### src/rtl/sram_ctrl_pkg.sv
package sram_ctrl_pkg;

    typedef enum logic [1:0] {
        ST_IDLE   = 2'd0,
        ST_READ   = 2'd1,
        ST_WPULSE = 2'd2,
        ST_WREC   = 2'd3
    } ctl_state_e;

    // time in ns to whole cycles, rounded up, at least one
    function automatic int unsigned ns_to_cyc(input int unsigned ns, input int unsigned per);
        int unsigned c;
        c = (ns + per - 1) / per;
        if (c < 1) c = 1;
        return c;
    endfunction

    function automatic int unsigned max2(input int unsigned a, input int unsigned b);
        return (a > b) ? a : b;
    endfunction

endpackage

### src/rtl/sram_ctrl_timer.sv
module sram_ctrl_timer #(
    parameter int unsigned CW = 3
) (
    input  logic          clk,
    input  logic          rst_n,
    input  logic          load,
    input  logic [CW-1:0] load_val,
    output logic          last
);
    logic [CW-1:0] cnt_d, cnt_q;

    always_comb begin
        cnt_d = cnt_q;
        if (load)
            cnt_d = load_val;
        else if (cnt_q != '0)
            cnt_d = cnt_q - 1'b1;
    end

    always_ff @(posedge clk) begin
        if (!rst_n) cnt_q <= '0;
        else        cnt_q <= cnt_d;
    end

    assign last = (cnt_q == CW'(1));
endmodule

### src/rtl/sram_ctrl_rdcap.sv
module sram_ctrl_rdcap #(
    parameter int unsigned DATA_W = 16,
    parameter int unsigned LANE_W = 8
) (
    input  logic                       clk,
    input  logic                       rst_n,
    input  logic                       capture,
    input  logic [DATA_W/LANE_W-1:0]   lane_en,
    input  logic [DATA_W-1:0]          bus_in,
    output logic [DATA_W-1:0]          rd_data
);
    localparam int unsigned LANES = DATA_W / LANE_W;

    for (genvar i = 0; i < LANES; i++) begin : g_lane
        logic [LANE_W-1:0] lane_d, lane_q;

        always_comb begin
            lane_d = lane_q;
            if (capture)
                lane_d = lane_en[i] ? bus_in[i*LANE_W +: LANE_W] : '0;
        end

        always_ff @(posedge clk) begin
            if (!rst_n) lane_q <= '0;
            else        lane_q <= lane_d;
        end

        assign rd_data[i*LANE_W +: LANE_W] = lane_q;
    end
endmodule

### src/rtl/sram_ctrl.sv
module sram_ctrl
    import sram_ctrl_pkg::*;
#(
    parameter int unsigned ADDR_W        = 18,
    parameter int unsigned DATA_W        = 16,
    parameter int unsigned LANE_W        = 8,
    parameter int unsigned CLK_PERIOD_NS = 10,
    parameter int unsigned T_ADDR_ACC_NS = 55,
    parameter int unsigned T_OE_ACC_NS   = 30,
    parameter int unsigned T_RD_CYC_NS   = 55,
    parameter int unsigned T_WE_PULSE_NS = 45,
    parameter int unsigned T_D_SETUP_NS  = 25,
    parameter int unsigned T_WR_CYC_NS   = 55
) (
    input  logic                      clk,
    input  logic                      rst_n,
    input  logic                      req_valid,
    input  logic                      req_write,
    input  logic [ADDR_W-1:0]         req_addr,
    input  logic [DATA_W-1:0]         req_wdata,
    input  logic [DATA_W/LANE_W-1:0]  req_be,
    output logic                      ready,
    output logic [DATA_W-1:0]         rd_data,
    output logic                      sram_ce_n,
    output logic                      sram_oe_n,
    output logic                      sram_we_n,
    output logic [DATA_W/LANE_W-1:0]  sram_be_n,
    output logic [ADDR_W-1:0]         sram_addr,
    output logic [DATA_W-1:0]         sram_dq_out,
    output logic                      sram_dq_oe,
    input  logic [DATA_W-1:0]         sram_dq_in
);
    localparam int unsigned LANES   = DATA_W / LANE_W;
    localparam int unsigned RD_CYC  = max2(max2(ns_to_cyc(T_ADDR_ACC_NS, CLK_PERIOD_NS),
                                                ns_to_cyc(T_OE_ACC_NS, CLK_PERIOD_NS)),
                                           ns_to_cyc(T_RD_CYC_NS, CLK_PERIOD_NS));
    localparam int unsigned WP_CYC  = max2(ns_to_cyc(T_WE_PULSE_NS, CLK_PERIOD_NS),
                                           ns_to_cyc(T_D_SETUP_NS, CLK_PERIOD_NS));
    localparam int unsigned WC_CYC  = ns_to_cyc(T_WR_CYC_NS, CLK_PERIOD_NS);
    localparam int unsigned REC_CYC = (WC_CYC > WP_CYC + 1) ? (WC_CYC - WP_CYC) : 1;
    localparam int unsigned MAX_CYC = max2(max2(RD_CYC, WP_CYC), REC_CYC);
    localparam int unsigned CW      = $clog2(MAX_CYC + 1);

    typedef struct packed {
        ctl_state_e          st;
        logic [ADDR_W-1:0]   addr;
        logic                ce_n;
        logic                oe_n;
        logic                we_n;
        logic [LANES-1:0]    be_n;
        logic                dq_oe;
        logic [DATA_W-1:0]   dq_out;
        logic                ready;
        logic [LANES-1:0]    lanes;
    } ctl_regs_t;

    ctl_regs_t r_d, r_q;

    logic          tmr_load;
    logic [CW-1:0] tmr_val;
    logic          tmr_last;
    logic          cap;

    always_comb begin
        r_d      = r_q;
        tmr_load = 1'b0;
        tmr_val  = '0;
        cap      = 1'b0;
        unique case (r_q.st)
            ST_IDLE: begin
                if (req_valid && r_q.ready && (req_be != '0)) begin
                    r_d.addr  = req_addr;
                    r_d.ce_n  = 1'b0;
                    r_d.be_n  = ~req_be;
                    r_d.lanes = req_be;
                    r_d.ready = 1'b0;
                    tmr_load  = 1'b1;
                    if (req_write) begin
                        r_d.we_n   = 1'b0;
                        r_d.oe_n   = 1'b1;
                        r_d.dq_oe  = 1'b1;
                        r_d.dq_out = req_wdata;
                        r_d.st     = ST_WPULSE;
                        tmr_val    = CW'(WP_CYC);
                    end else begin
                        r_d.oe_n   = 1'b0;
                        r_d.we_n   = 1'b1;
                        r_d.st     = ST_READ;
                        tmr_val    = CW'(RD_CYC);
                    end
                end
            end
            ST_READ: begin
                if (tmr_last) begin
                    cap       = 1'b1;
                    r_d.ce_n  = 1'b1;
                    r_d.oe_n  = 1'b1;
                    r_d.be_n  = '1;
                    r_d.ready = 1'b1;
                    r_d.st    = ST_IDLE;
                end
            end
            ST_WPULSE: begin
                if (tmr_last) begin
                    r_d.ce_n  = 1'b1;
                    r_d.we_n  = 1'b1;
                    r_d.be_n  = '1;
                    r_d.dq_oe = 1'b0;
                    tmr_load  = 1'b1;
                    tmr_val   = CW'(REC_CYC);
                    r_d.st    = ST_WREC;
                end
            end
            ST_WREC: begin
                if (tmr_last) begin
                    r_d.ready = 1'b1;
                    r_d.st    = ST_IDLE;
                end
            end
            default: r_d.st = ST_IDLE;
        endcase
    end

    always_ff @(posedge clk) begin
        if (!rst_n) begin
            r_q.st     <= ST_IDLE;
            r_q.addr   <= '0;
            r_q.ce_n   <= 1'b1;
            r_q.oe_n   <= 1'b1;
            r_q.we_n   <= 1'b1;
            r_q.be_n   <= '1;
            r_q.dq_oe  <= 1'b0;
            r_q.dq_out <= '0;
            r_q.ready  <= 1'b1;
            r_q.lanes  <= '0;
        end else begin
            r_q <= r_d;
        end
    end

    sram_ctrl_timer #(.CW(CW)) u_timer (
        .clk      (clk),
        .rst_n    (rst_n),
        .load     (tmr_load),
        .load_val (tmr_val),
        .last     (tmr_last)
    );

    sram_ctrl_rdcap #(.DATA_W(DATA_W), .LANE_W(LANE_W)) u_rdcap (
        .clk     (clk),
        .rst_n   (rst_n),
        .capture (cap),
        .lane_en (r_q.lanes),
        .bus_in  (sram_dq_in),
        .rd_data (rd_data)
    );

    assign ready       = r_q.ready;
    assign sram_ce_n   = r_q.ce_n;
    assign sram_oe_n   = r_q.oe_n;
    assign sram_we_n   = r_q.we_n;
    assign sram_be_n   = r_q.be_n;
    assign sram_addr   = r_q.addr;
    assign sram_dq_out = r_q.dq_out;
    assign sram_dq_oe  = r_q.dq_oe;

    // run-length counters used only by the checks below
    logic [CW:0] we_run_q, oe_run_q;
    always_ff @(posedge clk) begin
        if (!rst_n) begin
            we_run_q <= '0;
            oe_run_q <= '0;
        end else begin
            we_run_q <= sram_we_n ? '0 : we_run_q + 1'b1;
            oe_run_q <= sram_oe_n ? '0 : oe_run_q + 1'b1;
        end
    end

    assert_oe_select_R2: assert property (@(posedge clk) disable iff (!rst_n)
        !sram_oe_n |-> (!sram_ce_n && sram_we_n));

    assert_addr_hold_R2: assert property (@(posedge clk) disable iff (!rst_n)
        (!sram_ce_n && $past(!sram_ce_n)) |-> $stable(sram_addr));

    assert_read_window_R3: assert property (@(posedge clk) disable iff (!rst_n)
        $rose(sram_oe_n) |-> (oe_run_q >= (CW+1)'(RD_CYC)));

    assert_no_read_drive_R5: assert property (@(posedge clk) disable iff (!rst_n)
        sram_dq_oe |-> !sram_we_n);

    assert_we_pulse_min_R6: assert property (@(posedge clk) disable iff (!rst_n)
        $rose(sram_we_n) |-> (we_run_q >= (CW+1)'(WP_CYC)));

    assert_idle_quiet_R8: assert property (@(posedge clk) disable iff (!rst_n)
        ready |-> (sram_ce_n && sram_we_n && !sram_dq_oe));

    assert_zero_mask_R9: assert property (@(posedge clk) disable iff (!rst_n)
        (req_valid && ready && (req_be == '0)) |=> (ready && sram_ce_n));

    assert_busy_ignore_R10: assert property (@(posedge clk) disable iff (!rst_n)
        (!ready && !sram_ce_n) |=> $stable(sram_addr) || sram_ce_n);
endmodule

### config.mk
export PLATFORM = sky130hd
export DESIGN_NAME = sram_ctrl
export DESIGN_NICKNAME = d
export VERILOG_FILES = /design/src/rtl/sram_ctrl_pkg.sv /design/src/rtl/sram_ctrl_timer.sv /design/src/rtl/sram_ctrl_rdcap.sv /design/src/rtl/sram_ctrl.sv
export SDC_FILE = /design/constraint.sdc
export NUM_CORES = 1
export LEC_CHECK = 0
export BUFFER_PORTS_ARGS = -buffer_cell sky130_fd_sc_hd__buf_4
export CORE_MARGIN = 3
export CORE_UTILIZATION = 44
export DETAILED_ROUTE_END_ITERATION = 12
export PLACE_DENSITY = 0.83
export RECOVER_POWER = 100
export SLEW_MARGIN = 20
export SYNTH_ARGS = -nofsm -noshare
export SYNTH_HDL_FRONTEND = slang
export SYNTH_SLANG_ARGS = --single-unit
### constraint.sdc
create_clock -name clk -period 1.6 [get_ports clk]
set_clock_uncertainty 0.1 [all_clocks]
set_input_delay 0.16 -clock clk [delete_from_list [all_inputs] [get_ports clk]]
set_output_delay 0.16 -clock clk [all_outputs]
set_load 0.005 [all_outputs]
# Word level (Yosys, flattened, before mapping)
# Cells that the tools add are included.
[word_totals]
ram_bits = 0
mem_count = 0
in_bits = 56
output_inout_bits = 57
ff_bits = 64
rom_bits = 0
latch_bits = 0
[classes]
n_addsub = 1
n_mux = 26
mul = 0
n_bitwise = 1
reduce_logical = 19
shifts = 0
div_mod_pow = 0
n_lt_le_gt_ge = 0
eq_ne = 9
[ops]
columns = ["cell", "n"]
rows = [
  ["$mux 45", 1],
  ["$mux 17", 1],
  ["$mux 8", 2],
  ["$reduce_and 3->1", 5],
  ["$pmux 2 s3", 2],
  ["$pmux 1 s2", 5],
  ["$reduce_bool 2->1", 5],
  ["$mux 3", 3],
  ["$mux 2", 4],
  ["$ne 2x2->1 const B", 4],
  ["$reduce_and 4->1", 2],
  ["$pmux 3 s2", 1],
  ["$reduce_bool 3->1", 2],
  ["$mux 1", 5],
  ["$eq 2x2->1 const B", 2],
  ["$mux 4", 1],
  ["$eq 3x1->1 const B", 1],
  ["$pmux 1 s3", 1],
  ["$sub 3x1->3 const B", 1],
  ["$eq 2x1->1 const B", 1],
  ["$logic_and 1x1->1", 2],
  ["$logic_not 2->1", 1],
  ["$ne 2x1->1 const B", 1],
  ["$not 2->2", 1],
  ["2 further kinds", 2],
]

# Logic depth before layout (Yosys ltp)
# Gate-level depths: netlist of the first run.
[depth]
word_depth = 5
depth_mapped = 8

# Cells and area by module
# From an unflattened synthesis of the first run, not the netlist that was laid out.
[hier_totals]
hier_cells = 365
area_unflattened_um2 = 3206.8
[modules_own_cells]
columns = ["mod", "instances", "cells_each", "seq_area_each_um2", "area_each_um2"]
rows = [
  ["sram_ctrl", 1, 270, 900.9, 2299.7],
  ["sram_ctrl_rdcap", 1, 72, 320.3, 686.9],
  ["sram_ctrl_timer", 1, 23, 60.1, 220.2],
]

# Least setup slack after synthesis of the first run
# OpenSTA, ideal clock, no wires.
[synth_path]
path_type = "register to register"
from = "register r_q[43] (netlist bit)"
to = "register r_q[44] (netlist bit)"
path_buffers = 1
t_arrival_ps = 1424
setup_time_ps = 74
path_stages_with_launch = 8
slack_ps = 2
path_cell_list = "dfxtp_1 -> inv_1 -> ha_1 -> buf_2 -> nor3_1 -> a2bb2oi_1 -> o21ai_0 -> a31oi_1"
[synth_between]
elab_chain_cells = 4
word_cells_on_any_way = 10
cone_classes = "eq/ne: 6; mux: 1; reduce/logical: 3"
[synth_lines]
columns = ["item", "line", "text"]
rows = [
  ["start, declared", "sram_ctrl.sv:57", "ctl_regs_t r_d, r_q;"],
  ["start signal, assigned", "sram_ctrl.sv:137", "r_q <= r_d;"],
  ["$eq 2x2->1 or $eq 2x1->1 (tied branches)", "sram_ctrl.sv:69", "unique case (r_q.st)"],
  ["$reduce_or 2->1 (no source line)", "n/a", ""],
  ["$ne 2x1->1 (no source line)", "n/a", ""],
  ["$reduce_and 3->1 (no source line)", "n/a", ""],
]
# Several ways; a longest one is shown, not always the timed one.
# A chain may end at the register's enable or synchronous reset.

# Worst setup path after layout of the first run
[layout_path]
from = "register r_q[44] (netlist bit)"
to = "register u_timer.cnt_q[0]"
[layout_between]
elab_chain_cells = 3
word_cells_on_any_way = 6
cone_classes = "eq/ne: 1; mux: 3; reduce/logical: 2"
[layout_lines]
columns = ["item", "line", "text"]
rows = [
  ["$eq 2x2->1 or $logic_not 2->1 (tied branches)", "sram_ctrl.sv:69", ""],
  ["$pmux 3 s2 or $pmux 1 s2 (tied branches)", "sram_ctrl.sv:69", ""],
  ["$mux 3 or $reduce_bool 2->1 (tied branches)", "n/a", ""],
  ["end signal, assigned", "sram_ctrl_timer.sv:22", "else cnt_q <= cnt_d;"],
  ["end, declared", "sram_ctrl_timer.sv:10", "logic [CW-1:0] cnt_d, cnt_q;"],
]
# Several ways; a longest one is shown, not always the timed one.

==> reports/metrics.cfg, run 1 <==
[worst_setup_path]
reg2reg_depth = 6
crit_path_start_kind = register
r2r_start = r_q[44]
worstPathMaxFanout = 15
worst-endpoint-arrival_ns = 1.69
critPathRequiredTime_ns = 1.74
r2r_end = u_timer.cnt_q[0]
end_kind = register
setup.worst_path.class = register to register
r2r_slack_ns = 0.05

[final_layout]
nFillCells = 535
area_growth_pct = 45.79
fin_area_sq_mm = 0.004374
diodes = 0
final_nets = 544
drive_above_1_share_pct = 32.99

[clock_network]
clk_latency_ns = 0.33
clockRootBuffer = clkbuf_8
cts.sink_count = 64
cts_tree = yes
cts_buffer_depth = 2
path_clk_slew_ns = 0.07
htreeDepth = 3
numCtsBuffers = 9

[power_and_ir_drop]
p_leak_uw = 0.001825
ir_worst_vdd_mv = 0.7790
pwr-share-seq_pct = 36.1
p_sw_uw = 1767
power_frac_comb_pct = 37.3
sw_frac_of_total_pct = 31.43
finalPower_uw = 5621
p_int_uw = 3854
p_per_area_mw_per_mm2 = 1285
clockPowerShare_pct = 26.7

[flow_run]
maxCapViolCount = 0

[floorplanning]
die-height_microns = 88.58
rows = 29
start_util_pct = 46.20
core-area_sq_mm = 0.006495
dieArea_sq_mm = 0.007846
io_pins = 113
die_w_microns = 88.58

[synth]
ys_seq_area_share_pct = 42.70
syn_inst = 358
netlist_area_sq_mm = 0.003000
synth.yosys.warnings = 0
syn_area_per_cell_sq_um = 8.381
synth_seq_cells = 64
syn_nets = 422
synth.distinct_cells = 35

[global_routing]
grt_overflow = 0
antenna_found_initial = 0
grt.total_usage_pct = 19.93
grt_max_degree = 39
grt_pass1_vias = 2707
grt_pass1_wl_microns = 12190

[detailed_routing]
drc = 0
wirelength_microns = 7957
vias = 2816
via_per_inst = 5.011
wl_per_cell_microns = 14.16
drt_iter0_markers = 86
drtPass1Iterations = 4
ant_nets = 0

[sta]
relSlewSlack_pct = 73.37
hold_viol_final = 0
slew_viol_final = 0
setup_viol = 0
period_share_pct = 97.07
min_period_ns = 1.553
max_freq_ghz = 0.6439
tightest_slew_ns = 0.3976
rsz0062_at_grt = true

[hold_path]
hold_class = input pin to register
hp-start = sram_dq_in[10]
hold_path_depth = 3
holdPathEnd = u_rdcap.g_lane[1].lane_q[2]

[placement]
placed_cell_area_sq_mm = 0.003726
port_buffers = 112
gp_congestion = 0.8433
hpwl_microns = 5408

[outcome]
status = finished clean

critical path, cell delays in order, from the launching register on:
cell and delay [ns]:
dfxtp_2 0.36, inv_4 0.08, ha_4 0.17, o2111a_2 0.24
buf_4 0.23, a21oi_1 0.06, nor3b_1 0.21
power groups by stage:
stage	registers [uW]	clock network, uW	logic [uW]
global route	2050	1600	2300
detailed placement	2040	0	1760
global placement	2030	0	1690
finish	2030	1500	2090
floorplan	2000	0	1170
CTS	2010	1530	1950
routing by layer:
layer	global-route usage [%]	routed length [microns]
met1	22.64	3241
met5	0	0
met2	35.55	4142
met4	6.319	141
met3	6.238	432
area by class of cell:
class / instances / area, sq um / share of cell area, %
sequential: 64 / 1284 / 29.35
inverter: 10 / 40.04 / 0.9153
clock buffer: 13 / 148.9 / 3.404
multi-input combinational: 227 / 1385 / 31.66
tap: 77 / 96.34 / 2.203
timing repair buffer: 168 / 1355 / 30.98
clock inverter: 3 / 65.06 / 1.487
cell usage after synthesis (all sizes together):
library cell | number | area share (%)
a211oi | 1 | 0.25
a21boi | 53 | 13
a21oi | 7 | 1.2
a221oi | 1 | 0.29
a2bb2oi | 1 | 0.29
a31oi | 2 | 0.42
a41oi | 2 | 0.58
and2 | 2 | 0.42
buf | 50 | 12
clkbuf | 7 | 0.88
dfxtp | 64 | 43
ha | 8 | 3.3
inv | 10 | 1.3
mux2 | 1 | 0.38
mux2i | 1 | 0.33
nand2 | 103 | 13
nand2b | 2 | 0.42
nand3 | 17 | 2.8
nand3b | 1 | 0.25
nor2 | 4 | 0.50
nor2b | 1 | 0.46
nor3 | 2 | 0.33
nor3b | 1 | 0.25
o2111a | 1 | 0.42
o211a | 1 | 0.33
o211ai | 4 | 1.0
o21a | 1 | 0.25
o21ai | 7 | 1.2
o221ai | 2 | 0.79
or2 | 1 | 0.21
per-stage QoR:
| step | hold slack (ns) | worst slack [ns] | setup TNS (ns) | utilization, % | cells |
|---|---|---|---|---|---|
| 2_1_floorplan | 0.1948 | 0.001651 | 0 | - | 358 |
| 3_3_place_gp | 0.3085 | 0.01840 | 0 | 57.37 | 508 |
| 3_5_place_dp | 0.3162 | -0.1188 | -1.284 | 57.37 | 508 |
| 4_1_cts | 0.0001053 | -0.009748 | -0.01207 | 66.69 | 561 |
| 5_1_grt | 0.003150 | -0.04290 | -0.3085 | 67.35 | 562 |
| 6_report | 0.007039 | 0.04695 | 0 | 67.35 | 562 |
cells by family after synthesis:
| logic type | Yosys count | share of synthesized area, % |
|---|---|---|
| AND/OR/NAND/NOR | 134 | 18.56 |
| AO/OA/AOI/OAI | 83 | 20.23 |
| adder cells (fa/ha/maj) | 8 | 3.336 |
| flip-flops | 64 | 42.70 |
| buffers and inverters | 67 | 14.47 |
| multiplexers | 2 | 0.7089 |
sequential cells by signal (all words and copies together), names as in the netlist:
register               flops
sram_ce_n                  1
u_timer.cnt_q              3
sram_addr                 18
sram_be_n                  2
r_q                        4
sram_dq_out               16
u_rdcap.g_lane.lane_q     16
sram_we_n                  1
ready                      1
sram_dq_oe                 1
sram_oe_n                  1
cells in the final DEF, fill, tap and decap left out, types with 2 or more instances in the layout:
cell / count
nand2_1: 101
a21boi_1: 23
nand3_1: 17
a21boi_0: 28
o211ai_1: 4
ha_1: 4
inv_1: 7
ha_2: 2
a21oi_1: 5
clkbuf_4: 45
ha_4: 2
nor2_1: 4
a21boi_2: 2
clkbuf_1: 15
buf_4: 72
nand2b_1: 2
buf_12: 4
a31oi_1: 2
and2_4: 2
o21ai_0: 7
a41oi_1: 2
inv_2: 2
dfxtp_2: 2
clkbuf_8: 10
dfxtp_1: 62
dlygate4sd3_1: 34
a21oi_2: 2
bufinv_16: 2
nand2_2: 2
worst max path at each step:
stage	to	slack, ns	startpoint
3_5_place_dp	r_q[44]	-0.12	r_q[44]
4_1_cts	sram_we_n	-0.01	r_q[44]
2_1_floorplan	r_q[44]	0.002	r_q[43]
6_report	u_timer.cnt_q[0]	0.05	r_q[44]
5_1_grt	r_q[44]	-0.04	r_q[43]
3_3_place_gp	sram_dq_out[4]	0.02	r_q[44]
repair_timing:
action,CTS,global route
hold endpoints to repair,34,0
endpoints found under the setup margin,55,56
buffers inserted,3,1
hold buffers,34,0
gates resized for setup,9,30
cloned,0,0
pin swaps,1,10
(Power assumes the default switching activity.)
==> run 2, diff against run 1 <==
--- a/config.mk
+++ b/config.mk
@@ -6,11 +6,13 @@
 export NUM_CORES = 1
 export LEC_CHECK = 0
 export BUFFER_PORTS_ARGS = -buffer_cell sky130_fd_sc_hd__buf_4
+export CAP_MARGIN = 20
 export CORE_MARGIN = 3
-export CORE_UTILIZATION = 44
+export CORE_UTILIZATION = 49
 export DETAILED_ROUTE_END_ITERATION = 12
-export PLACE_DENSITY = 0.83
+export PLACE_DENSITY = 0.87
 export RECOVER_POWER = 100
+export SKIP_LAST_GASP = 1
 export SLEW_MARGIN = 20
 export SYNTH_ARGS = -nofsm -noshare
 export SYNTH_HDL_FRONTEND = slang
==> constraint.sdc (replaced) <==
create_clock -name clk -period 1.5 [get_ports clk]
set_clock_uncertainty 0.1 [all_clocks]
set_input_delay 0.15 -clock clk [delete_from_list [all_inputs] [get_ports clk]]
set_output_delay 0.15 -clock clk [all_outputs]
set_load 0.005 [all_outputs]
==> run 2 against run 1 <==
  * The flow now finishes with violations (setup timing)
  * Critical endpoint is now u_rdcap.g_lane[1].lane_q[5]
  * Global-route usage rose by 4.1 points
  * Wire length is 23% higher
  * Highest routed layer unchanged
  * Combinational power rose by 12%
  * Register-to-register slack got worse by 0.12 ns
  * Non-clock buffer count rose by 19
==> reports/metrics.cfg, run 2 (synthesized netlist as in run 1, its figures left out) <==
[hold_path]
hold_class = input pin to register
holdPathEnd = r_q[0]
hold_path_depth = 3
hp-start = req_be[0]

[placement]
placed_cell_area_sq_mm = 0.003774
hpwl_microns = 5234
port_buffers = 112
place_ws_ns = -0.08264
gp_congestion = 0.8600

[sta]
setup_viol = 21
max_freq_ghz = 0.6355
whs_ns = 0.007590
tightest_slew_ns = 0.5692
slew_viol_final = 0
setup_ws_ns = -0.07362
period_share_pct = 104.9
min_period_ns = 1.574
hold_viol_final = 0
rsz0062_at_grt = true
relSlewSlack_pct = 62.00

[worst_setup_path]
path_cells = inv_2 -> ha_4 -> nor2b_4 -> and2_4 -> clkbuf_16 -> nand3_4 -> a21boi_2
setup.worst_path.class = register to register
end_kind = register
critPathRequiredTime_ns = 1.68
worstPathMaxFanout = 8
critical-path-max-stage-delay_ns = 0.33
r2r_slack_ns = -0.07
slowest_stage = dfxtp_2
r2r_start = u_timer.cnt_q[1]
r2r_end = u_rdcap.g_lane[1].lane_q[5]
crit_path_start_kind = register
worst-endpoint-arrival_ns = 1.75
reg2reg_depth = 7

[global_routing]
grt_max_degree = 40
grt_pass1_wl_microns = 13890
grt_pass1_vias = 3075
grt.total_usage_pct = 24.01
antenna_found_initial = 0
grt_overflow = 0

[power_and_ir_drop]
ir_worst_vdd_mv = 0.9212
sw_frac_of_total_pct = 34.78
p_int_uw = 3966
clockPowerShare_pct = 25.1
p_leak_uw = 0.001905
pwr-share-seq_pct = 36.3
p_sw_uw = 2115
power_frac_comb_pct = 38.6
p_per_area_mw_per_mm2 = 1307

[final_layout]
mostFrequentLayoutCells = nand2_1 (101), buf_4 (70), dfxtp_1 (60), dlygate4sd3_1 (50), clkbuf_4 (45)
final_nets = 563
fin_area_sq_mm = 0.004653
nFillCells = 311
fin_util_pct = 81.50
area_growth_pct = 55.09
drive_above_1_share_pct = 37.30
largest_reg_flops = 18
final_common_cell = nand2_1

[outcome]
status = finished with violations
violations = setup timing

[clock_network]
cts_buffer_depth = 2
cts.sink_count = 64
clockRootBuffer = clkbuf_8
numCtsBuffers = 9
clk_latency_ns = 0.35
path_clk_slew_ns = 0.08
htreeDepth = 3
cts_tree = yes

[floorplanning]
dieArea_sq_mm = 0.007098
io_pins = 113
core-area_sq_mm = 0.005709
start_util_pct = 52.55
die-height_microns = 84.25
rows = 27
die_w_microns = 84.25

[detailed_routing]
drt_iter0_markers = 173
drtPass1Iterations = 5
drc = 0
wl_per_cell_microns = 16.91
wirelength_microns = 9756
vias = 3075
ant_nets = 0
via_per_inst = 5.329

[flow_run]
maxCapViolCount = 0

[run 2: cell types whose count changed in the layout (fill, tap and decap cells not counted), sizes merged]
cell         before  now
buf              77   78
diode             0    1
clkinv            1    2
clkbuf           70   69
inv              10   11
clkinvlp          0    2
bufinv            2    1
dlygate4sd3      34   50
[run 2: worst max path at each step]
stage	startpoint	end	slack, ns	cells past startpoint
2_1_floorplan	r_q[44]	sram_dq_out[10]	0.01	8
5_1_grt	r_q[43]	sram_addr[2]	-0.13	7
6_report	u_timer.cnt_q[1]	u_rdcap.g_lane[1].lane_q[5]	-0.07	7
3_3_place_gp	r_q[44]	r_q[44]	-0.04	6
3_5_place_dp	r_q[44]	u_rdcap.g_lane[0].lane_q[1]	-0.08	6
4_1_cts	r_q[43]	sram_dq_out[14]	-0.02	7
[run 2: repair_timing]
item                                    4_1_cts  5_1_grt
cloned                                        0        1
buffers inserted                              2        1
hold endpoints to repair                     51        0
endpoints found under the setup margin       44       61
gates resized for setup                       8       51
hold buffers                                 50        0
pin swaps                                     2       30
[run 2: power groups by stage]
stage	Combinational, uW	Clock, uW	Sequential (uW)
2_1_floorplan	1340	0	2150
3_3_place_gp	1900	0	2190
3_5_place_dp	1960	0	2200
4_1_cts	2150	1530	2170
5_1_grt	2540	1610	2240
6_report	2350	1530	2210
[run 2: area by class of cell]
type / instances / area [sq um] / area share [%]
antenna: 1 / 2.502 / 0.05378
clock buffer: 10 / 137.6 / 2.958
clock inverter: 6 / 67.56 / 1.452
inverter: 10 / 40.04 / 0.8604
multi-input combinational: 227 / 1481 / 31.84
sequential: 64 / 1286 / 27.64
tap: 72 / 90.09 / 1.936
timing repair buffer: 187 / 1548 / 33.26
[run 2: stage by stage]
| stage | TNS, ns | total power [uW] | std cells |
|---|---|---|---|
| final | -0.5871 | 6081 | 577 |
| after global routing | -3.287 | 6393 | 576 |
| after CTS | -0.02929 | 5842 | 574 |
| after detailed placement | -1.744 | 4161 | 506 |
| after global placement | -0.08828 | 4093 | 506 |
| after floorplan | 0 | 3494 | 358 |
[run 2: critical path: cells and delay by family, from the launching register on]
| kind | cells | cell delay (ns) |
|---|---|---|
| DFF | 1 | 0.33 |
| and+or+nand+nor | 3 | 0.49 |
| AOI/OAI and AO/OA | 1 | 0.18 |
| buffers and inverters | 2 | 0.25 |
| adders and majority gates | 1 | 0.14 |
[run 2: metal layers]
metal	GRT usage [%]	wire (microns)
met5	0	0
met1	25.88	3687
met4	11.11	307
met2	43.69	5062
met3	6.084	698
==> run 3, diff against run 2 <==
==> constraint.sdc (replaced) <==
create_clock -name clk -period 1.5 [get_ports clk]
set_clock_uncertainty 0.1 [all_clocks]
set_input_delay 0.075 -clock clk [delete_from_list [all_inputs] [get_ports clk]]
set_output_delay 0.075 -clock clk [all_outputs]
set_load 0.005 [all_outputs]
==> run 3 against run 2 <==
  * The flow still finishes with violations (setup timing)
  * Sequential share of layout area decreased by 0.29 points
  * Register-to-register slack lost 0.05 ns
  * Cell count increased by 0.35%
  * Largest power group unchanged
  * Sequential power hardly changed
  * Design area rose by 1.6%
  * Clock power decreased by 8%
  * Critical path depth unchanged
  * Clock-buffer cell count rose by 4
  * Non-clock buffer count rose by 2
  * Sequential cell count stayed put
  * Fmax decreased by 2.9%
  * Combinational power rose by 6%
==> reports/metrics.cfg, run 3 (synthesized netlist as in run 1, its figures left out) <==
[final_layout]
drive_above_1_share_pct = 36.96
fin_util_pct = 82.84
largest_reg_flops = 18
final_nets = 565
fin_cells = 579
fin_area_sq_mm = 0.004730
mostFrequentLayoutCells = nand2_1 (94), buf_4 (72), dfxtp_1 (60), dlygate4sd3_1 (53), clkbuf_4 (42)
nFillCells = 322
final_common_cell = nand2_1
area_growth_pct = 57.63

[outcome]
status = finished with violations
violations = setup timing

[placement]
dp.cells = 504
port_buffers = 112
hpwl_microns = 5392
placed_cell_area_sq_mm = 0.003784
gp_congestion = 0.8791

[sta]
setup_ws_ns = -0.1205
period_share_pct = 108.0
tightest_slew_ns = 0.4162
hold_viol_final = 0
slew_viol_final = 0
setup_viol = 35
relSlewSlack_pct = 72.21
max_freq_ghz = 0.6171
min_period_ns = 1.620
rsz0062_at_grt = true

[clock_network]
htreeDepth = 3
clk_latency_ns = 0.34
numCtsBuffers = 9
cts_tree = yes
path_clk_slew_ns = 0.08
cts_buffer_depth = 2
clockRootBuffer = clkbuf_8
cts.sink_count = 64

[worst_setup_path]
reg2reg_depth = 7
critPathRequiredTime_ns = 1.65
slowest_stage = dfxtp_2
r2r_start = u_timer.cnt_q[1]
cp_top_family = simple AND/OR/NAND/NOR gates
r2r_end = u_rdcap.g_lane[0].lane_q[7]
crit_path_start_kind = register
worst-endpoint-arrival_ns = 1.77
setup.worst_path.class = register to register
worstPathMaxFanout = 8
critical-path-max-stage-delay_ns = 0.34
end_kind = register
cp-startpoint = u_timer.cnt_q[1]
r2r_slack_ns = -0.12
path_cells = inv_4 -> ha_4 -> nor2b_4 -> and2_4 -> buf_12 -> nand3_2 -> a21boi_1
crit_buf_inv = 2

[global_routing]
grt_max_degree = 39
grt_pass1_vias = 3155
grt_pass1_wl_microns = 14550
antenna_found_initial = 0
grt.total_usage_pct = 24.89
grt_overflow = 0

[floorplanning]
die-height_microns = 84.25
start_util_pct = 52.55
dieArea_sq_mm = 0.007098
die_w_microns = 84.25
core-area_sq_mm = 0.005709
io_pins = 113
rows = 27

[hold_path]
hp-start = rst_n
hold_path_depth = 2
holdPathEnd = sram_ce_n
hold_class = input pin to register

[detailed_routing]
via_per_inst = 5.473
drt_iter0_markers = 143
vias = 3169
wl_per_cell_microns = 17.99
wirelength_microns = 10410
ant_nets = 0
drtPass1Iterations = 5
drc = 0

[power_and_ir_drop]
p_per_area_mw_per_mm2 = 1297
finalPower_uw = 6136
p_leak_uw = 0.001982
ir_worst_vdd_mv = 0.9757

[flow_run]
maxCapViolCount = 0

## run 3: cell count changes in the layout (fill, tap and decap cells not counted), moves of 4 or more
cell | previous run | this run
nand3_1 | 1 | 11
nand2_4 | 0 | 9
nand3_2 | 15 | 6
a21boi_1 | 28 | 24
nand2_1 | 101 | 94
buf_6 | 4 | 0
a21boi_2 | 4 | 11
clkbuf_1 | 12 | 16
## run 3: metrics by stage
step / setup TNS [ns] / hold slack (ns) / worst slack, ns
global placement: -0.05914 / 0.2226 / -0.02459
detailed placement: -2.030 / 0.2357 / -0.09001
global route: -4.496 / 0.03078 / -0.1642
floorplan: 0 / 0.1098 / 0.01346
finish: -1.443 / 0.01597 / -0.1205
CTS: -0.2262 / 0.008296 / -0.02898
## run 3: cell type report
type	instances	area [sq um]	share of cell area, %
diodes	1	2.502	0.05291
clock buffers	14	172.7	3.651
clock inverters	2	12.51	0.2646
inverters	10	45.04	0.9524
multi-input cells	227	1520	32.14
flip-flops and latches	64	1294	27.35
well taps	72	90.09	1.905
repair buffers	189	1593	33.68
## run 3: worst register-to-register path, cell delays in order (launching register included)
cell	delay (ns)
dfxtp_2	0.34
inv_4	0.07
ha_4	0.14
nor2b_4	0.22
and2_4	0.22
buf_12	0.13
nand3_2	0.07
a21boi_1	0.23
## run 3: how the worst max path moves through the flow
stage	to	cells after the start
6_report	u_rdcap.g_lane[0].lane_q[7]	7
3_3_place_gp	sram_ce_n	6
2_1_floorplan	sram_dq_out[10]	8
3_5_place_dp	sram_ce_n	6
4_1_cts	u_rdcap.g_lane[1].lane_q[5]	7
5_1_grt	sram_addr[17]	7
## run 3: what timing repair did
action,4_1_cts,5_1_grt
setup buffers,1,1
endpoints found under the setup margin,54,58
resized for setup,26,52
hold endpoints to repair,54,0
hold buffers,53,0
pin swaps,5,28
cloned,0,3
## run 3: routing by layer
metal | part of all wire (%) | track usage (%)
met1 | 37 | 27.64
met2 | 52 | 45.19
met3 | 7.5 | 5.692
met4 | 3.6 | 10.67
met5 | 0 | 0
## run 3: where the power goes
group / switching (uW) / internal, uW
clock network: 671 / 735
logic: 1240 / 1250
registers: 259 / 1970
total: 2170 / 3960
